### src/rtl/dpm_pkg.sv
package dpm_pkg;

    // Controller states of the mode detector.
    typedef enum logic [1:0] {
        ST_HUNT    = 2'd0,   // no completed line reset yet
        ST_ARMED   = 2'd1,   // line reset done, line still high
        ST_COLLECT = 2'd2    // gathering the 16-bit selection word
    } dpm_state_e;

    localparam int unsigned DPM_PAT_W = 16;

endpackage

### src/rtl/dpm_high_run.sv
// Saturating counter of consecutive high samples on the shared line.
module dpm_high_run #(
    parameter int unsigned RESET_LEN = 50
) (
    input  logic clk,
    input  logic rst_n,
    input  logic line_i,
    output logic hit_o
);
    localparam int unsigned CW = $clog2(RESET_LEN + 1);
    localparam logic [CW-1:0] LIMIT   = CW'(RESET_LEN);
    localparam logic [CW-1:0] PRE_LIM = CW'(RESET_LEN - 1);

    logic [CW-1:0] run_cnt;

    always_ff @(posedge clk or negedge rst_n) begin
        if (!rst_n) begin
            run_cnt <= '0;
        end else if (!line_i) begin
            run_cnt <= '0;
        end else if (run_cnt != LIMIT) begin
            run_cnt <= run_cnt + CW'(1);
        end
    end

    // True while the current sample completes the run; true once per run
    // because the counter holds at LIMIT afterwards.
    assign hit_o = line_i && (run_cnt == PRE_LIM);

endmodule

### src/rtl/dpm_pattern_shift.sv
// Shift register that gathers the selection word LSB first and compares the
// word it would hold after the current sample against both selection codes.
module dpm_pattern_shift #(
    parameter int unsigned     PAT_W    = 16,
    parameter logic [PAT_W-1:0] CODE_JTAG = 16'hE73C,
    parameter logic [PAT_W-1:0] CODE_SW   = 16'hE79E
) (
    input  logic clk,
    input  logic rst_n,
    input  logic line_i,
    output logic to_jtag_o,
    output logic to_sw_o
);
    logic [PAT_W-1:0] word_q;
    logic [PAT_W-1:0] word_nx;

    // New bits enter at the MSB end so the first bit on the wire ends at bit 0.
    for (genvar g = 0; g < int'(PAT_W); g++) begin : g_bit
        if (g == int'(PAT_W) - 1) begin : g_top
            assign word_nx[g] = line_i;
        end else begin : g_mid
            assign word_nx[g] = word_q[g+1];
        end
    end

    always_ff @(posedge clk or negedge rst_n) begin
        if (!rst_n) begin
            word_q <= '0;
        end else begin
            word_q <= word_nx;
        end
    end

    assign to_jtag_o = (word_nx == CODE_JTAG);
    assign to_sw_o   = (word_nx == CODE_SW);

endmodule

### src/rtl/dpm_mode_fsm.sv
// Controller: arms on a line reset, counts word bits, holds the mode flag.
module dpm_mode_fsm
    import dpm_pkg::*;
#(
    parameter int unsigned PAT_W = 16
) (
    input  logic clk,
    input  logic rst_n,
    input  logic line_i,
    input  logic run_hit_i,
    input  logic to_jtag_i,
    input  logic to_sw_i,
    output logic jtag_mode_o,
    output logic line_reset_o,
    output logic switch_det_o,
    output logic tap_reset_o
);
    localparam int unsigned BW = $clog2(PAT_W);
    localparam logic [BW-1:0] LAST_BIT = BW'(PAT_W - 1);

    dpm_state_e    state_q, state_d;
    logic [BW-1:0] bit_q, bit_d;
    logic          word_done;

    assign word_done = (state_q == ST_COLLECT) && (bit_q == LAST_BIT);

    // Next-state logic.
    always_comb begin
        state_d = state_q;
        bit_d   = bit_q;
        if (run_hit_i) begin
            state_d = ST_ARMED;
            bit_d   = '0;
        end else begin
            unique case (state_q)
                ST_HUNT: begin
                    state_d = ST_HUNT;
                end
                ST_ARMED: begin
                    if (!line_i) begin
                        state_d = ST_COLLECT;
                        bit_d   = BW'(1);
                    end
                end
                ST_COLLECT: begin
                    if (bit_q == LAST_BIT) begin
                        state_d = ST_HUNT;
                        bit_d   = '0;
                    end else begin
                        bit_d = bit_q + BW'(1);
                    end
                end
                default: begin
                    state_d = ST_HUNT;
                    bit_d   = '0;
                end
            endcase
        end
    end

    // State register.
    always_ff @(posedge clk or negedge rst_n) begin
        if (!rst_n) begin
            state_q <= ST_HUNT;
            bit_q   <= '0;
        end else begin
            state_q <= state_d;
            bit_q   <= bit_d;
        end
    end

    // Output register.
    always_ff @(posedge clk or negedge rst_n) begin
        if (!rst_n) begin
            jtag_mode_o  <= 1'b1;
            line_reset_o <= 1'b0;
            switch_det_o <= 1'b0;
            tap_reset_o  <= 1'b0;
        end else begin
            line_reset_o <= run_hit_i;
            tap_reset_o  <= run_hit_i && jtag_mode_o;
            switch_det_o <= word_done && (to_jtag_i || to_sw_i);
            if (word_done && to_jtag_i) begin
                jtag_mode_o <= 1'b1;
            end else if (word_done && to_sw_i) begin
                jtag_mode_o <= 1'b0;
            end
        end
    end

endmodule

### src/rtl/dbg_port_mode_detect.sv
// Top level: debug port protocol mode detector.
module dbg_port_mode_detect #(
    parameter int unsigned      RESET_LEN = 50,
    parameter logic [15:0]      CODE_JTAG = 16'hE73C,
    parameter logic [15:0]      CODE_SW   = 16'hE79E
) (
    input  logic clk,
    input  logic rst_n,
    input  logic line_i,
    output logic jtag_mode_o,
    output logic line_reset_o,
    output logic switch_det_o,
    output logic tap_reset_o
);
    localparam int unsigned PAT_W = dpm_pkg::DPM_PAT_W;

    logic run_hit;
    logic to_jtag;
    logic to_sw;

    dpm_high_run #(
        .RESET_LEN (RESET_LEN)
    ) u_run (
        .clk    (clk),
        .rst_n  (rst_n),
        .line_i (line_i),
        .hit_o  (run_hit)
    );

    dpm_pattern_shift #(
        .PAT_W     (PAT_W),
        .CODE_JTAG (CODE_JTAG),
        .CODE_SW   (CODE_SW)
    ) u_pat (
        .clk       (clk),
        .rst_n     (rst_n),
        .line_i    (line_i),
        .to_jtag_o (to_jtag),
        .to_sw_o   (to_sw)
    );

    dpm_mode_fsm #(
        .PAT_W (PAT_W)
    ) u_fsm (
        .clk          (clk),
        .rst_n        (rst_n),
        .line_i       (line_i),
        .run_hit_i    (run_hit),
        .to_jtag_i    (to_jtag),
        .to_sw_i      (to_sw),
        .jtag_mode_o  (jtag_mode_o),
        .line_reset_o (line_reset_o),
        .switch_det_o (switch_det_o),
        .tap_reset_o  (tap_reset_o)
    );

endmodule

### config.mk
export PLATFORM = sky130hd
export DESIGN_NAME = dbg_port_mode_detect
export DESIGN_NICKNAME = d
export VERILOG_FILES = /design/src/rtl/dpm_pkg.sv /design/src/rtl/dpm_high_run.sv /design/src/rtl/dpm_pattern_shift.sv /design/src/rtl/dpm_mode_fsm.sv /design/src/rtl/dbg_port_mode_detect.sv
export SDC_FILE = /design/constraint.sdc
export NUM_CORES = 1
export LEC_CHECK = 0
export BUFFER_PORTS_ARGS = -buffer_cell sky130_fd_sc_hd__buf_2
export CAP_MARGIN = 20
export CORE_MARGIN = 3
export CORE_UTILIZATION = 45
export CTS_BUF_LIST = sky130_fd_sc_hd__clkbuf_2
export DETAILED_ROUTE_END_ITERATION = 7
export HOLD_SLACK_MARGIN = 0.02
export PLACE_DENSITY = 0.71
export SKIP_CTS_REPAIR_TIMING = 1
export SLEW_MARGIN = 20
export SYNTH_ARGS = -nofsm -noshare
export SYNTH_HDL_FRONTEND = slang
export SYNTH_SLANG_ARGS = --single-unit
### constraint.sdc
create_clock -name clk -period 2.2 [get_ports clk]
set_input_delay 0.11 -clock clk [delete_from_list [all_inputs] [get_ports clk]]
set_output_delay 0.11 -clock clk [all_outputs]
set_load 0.1 [all_outputs]
==> flow_metrics.env <==
export IMPL_antenna_found_initial=0
export IMPL_crit_path_max_fanout=5
export IMPL_gp_congestion=0.7520
export IMPL_maxCapViolCount=0
export IMPL_numCtsBuffers=5
export IMPL_maxSlewHeadroom=0.5657
export IMPL_finalInstanceArea_mm2=0.001405
export IMPL_synthTopCellsByArea="dfrtp_1, ha_1, nand3_1"
export IMPL_n_antenna_cell=0
export IMPL_vias=821
export IMPL_syn_area_mm2=0.001282
export IMPL_drv_slew=0
export IMPL_nets=127
export IMPL_post_route_min_period_ns=1.719
export IMPL_drt_total_wl_mm=2.170
export IMPL_startpoint_type="flop"
export IMPL_crit_type="reg -> reg"
export IMPL_synth_top_area_cell="dfrtp_1"
export IMPL_pwr_density_cell_mw_per_mm2=638.9
export IMPL_worstPathRequired_ns=2.48
export IMPL_ys_warn_count=0
export IMPL_h_tree_depth=2
export IMPL_fmax_mhz=581.9
export IMPL_cp_end_kind="flop"
export IMPL_placed_cells=138
export IMPL_irDropWorstVdd_v=0.0005373
export IMPL_initial_core_util=0.4952
export IMPL_min_period_over_period=0.7811
export IMPL_synth_seq_area_share=0.6059
export IMPL_grt_pass1_vias=812
export IMPL_synth_seq_cells=31
export IMPL_ioPinCount=7
export IMPL_skew_ns=0.03284
export IMPL_die_area_mm2=0.003527
export IMPL_synth_cell_types=33
export IMPL_ant_nets=0
export IMPL_clk_pin_slew_ns=0.17
export IMPL_clkLatencyLatePin_ns=0.37
export IMPL_p_leak_uw=0.0006462
export IMPL_drive_gt1_frac=0.1695
export IMPL_syn_inst=103
export IMPL_vias_per_cell=5.547
export IMPL_clk_path_buf_depth=2
export IMPL_placed_cell_area_mm2=0.001346
export IMPL_wl_per_cell_um=14.66
export IMPL_cpPeakStageDelay_ns=0.41
export IMPL_cts_root_buffer="clkbuf_2"
export IMPL_arrival_ns=2.00
export IMPL_final_common_cell="dfrtp_1"
export IMPL_finalSetupTns_ns=0
export IMPL_gr_total_overflow=0
export IMPL_cts_sinks=31
export IMPL_die_height_um=59.39
export IMPL_core_rowCount=18
export IMPL_layout_cells_non_filler=148
export IMPL_route_detailed_drc=0
export IMPL_synth_top_area_share=0.5854
export IMPL_cp_slowest_cell="dfrtp_1"
export IMPL_worst_pin_slew_ns=0.6514
export IMPL_setup_viol=0
export IMPL_final_cell_mix="dfrtp_1, nand3_1, inv_1, ha_1"
export IMPL_rsz0062_at_grt="false"
export IMPL_hold_ws_ns=0.2733
export IMPL_min_path_type="in -> async"
export IMPL_port_buffer_count=6
export IMPL_grt_max_degree=32
export IMPL_areaGrowthSynthToFinish_pct=9.561
export IMPL_grt_pass1_wl_mm=3.532
export IMPL_die_x_um=59.39
export IMPL_grtUsageTotal=0.1398
export IMPL_synth_avg_cell_area_um2=12.45
export IMPL_dp_hpwl_mm=1.555
export IMPL_drt_iter0_markers=21
export IMPL_firstDrtPassIters=4
export IMPL_hold_viol=0
export IMPL_crit_chain="inv_1, ha_1, nand4bb_1, or3_4, nor4b_2, a2bb2oi_1"
export IMPL_coreArea_mm2=0.002590
export IMPL_status="finished clean"
export IMPL_syn_num_nets=113
export IMPL_cts_tree="done"
-- state kept, by name, summed over array words and instances, names as in the netlist --
signal	cells
u_pat.word_q	15
u_run.run_cnt	6
u_fsm.bit_q	4
u_fsm.state_q	2
u_fsm.jtag_mode_o	1
u_fsm.line_reset_o	1
u_fsm.switch_det_o	1
u_fsm.tap_reset_o	1
-- routing by layer --
| metal | vias up | global-route usage | wire length, um |
|---|---|---|---|
| li1 | 394 | - | - |
| met3 | 9 | 0.05882 | 119 |
| met2 | 15 | 0.2090 | 1015 |
| met5 | - | 0 | 0 |
| met4 | 0 | 0.09385 | 67 |
| met1 | 403 | 0.1622 | 968 |
-- stage by stage --
| stage | setup slack [ns] | total power (uW) | utilization |
|---|---|---|---|
| 2_1_floorplan | 0.6383 | 628.7 | - |
| 3_3_place_gp | 0.5861 | 646.8 | 0.5198 |
| 3_5_place_dp | 0.4820 | 649.3 | 0.5198 |
| 4_1_cts | 0.4556 | 902.3 | 0.5348 |
| 5_1_grt | 0.3550 | 932.8 | 0.5425 |
| 6_report | 0.4815 | 897.8 | 0.5425 |
-- synth_stat cells --
cell / instances
a21boi_0: 1
a21oi_1: 4
a22o_1: 1
a2bb2oi_1: 1
a31oi_2: 1
a32oi_1: 1
and2_1: 5
and3_1: 2
and4b_1: 1
and4bb_2: 1
clkbuf_1: 1
dfrtp_1: 30
dfstp_2: 1
ha_1: 7
inv_1: 7
nand2_1: 6
nand2b_1: 1
nand3_1: 7
nand3b_1: 1
nand4b_1: 2
nand4bb_1: 1
nor2_1: 2
nor2b_1: 2
nor3_1: 1
nor3b_1: 1
nor4b_2: 1
o211a_1: 1
o21ai_0: 5
o221a_2: 1
o41ai_1: 1
or2_2: 1
or3_4: 1
xnor2_1: 4
-- critical path: cells and delay by family, from the launching register on --
family | cells | cell delay [ns]
AOI/OAI and AO/OA | 1 | 0.18
adders and majority gates | 1 | 0.24
DFF | 1 | 0.41
buffers and inverters | 1 | 0.10
and+or+nand+nor | 3 | 0.73
-- worst paths after layout --
check                      slack [ns]                             to                    startpoint  cells after the start
setup / recovery                 0.48  u_fsm.jtag_mode_o$_DFFE_PN1P_  u_fsm.state_q[0]$_DFFE_PN0P_                      6
hold / removal                   0.27   u_run.run_cnt[4]$_DFFE_PN0P_                         rst_n                      2
setup reg to reg                 0.48  u_fsm.jtag_mode_o$_DFFE_PN1P_  u_fsm.state_q[0]$_DFFE_PN0P_                      6
hold reg to reg                  0.38     u_pat.word_q[12]$_DFF_PN0_    u_pat.word_q[13]$_DFF_PN0_                      0
max in group asynchronous        1.46     u_pat.word_q[15]$_DFF_PN0_                         rst_n                      2
min in group clk                 0.38     u_pat.word_q[12]$_DFF_PN0_    u_pat.word_q[13]$_DFF_PN0_                      0
-- power by group --
group	switching (uW)	internal, uW
registers	14.5	588
logic	22.7	15.3
clock network	179	78.0
-- logic make-up after synthesis --
group	synth area share
compound gates	0.09464
xor+xnor	0.02731
fa+ha+maj	0.06829
buf+inv	0.02342
flops	0.6059
simple gates	0.1805
-- final cells by class --
cell class              instances  area (um2)
clock buffers                   6       30.03
multi-input cells              64       475.5
clock inverters                 2       8.758
flip-flops and latches         31       777.0
inverters                       7       26.28
well taps                      30       37.54
repair buffers                  8       50.05
fillers                       215        1185
Power figures use the tool's default switching activity.
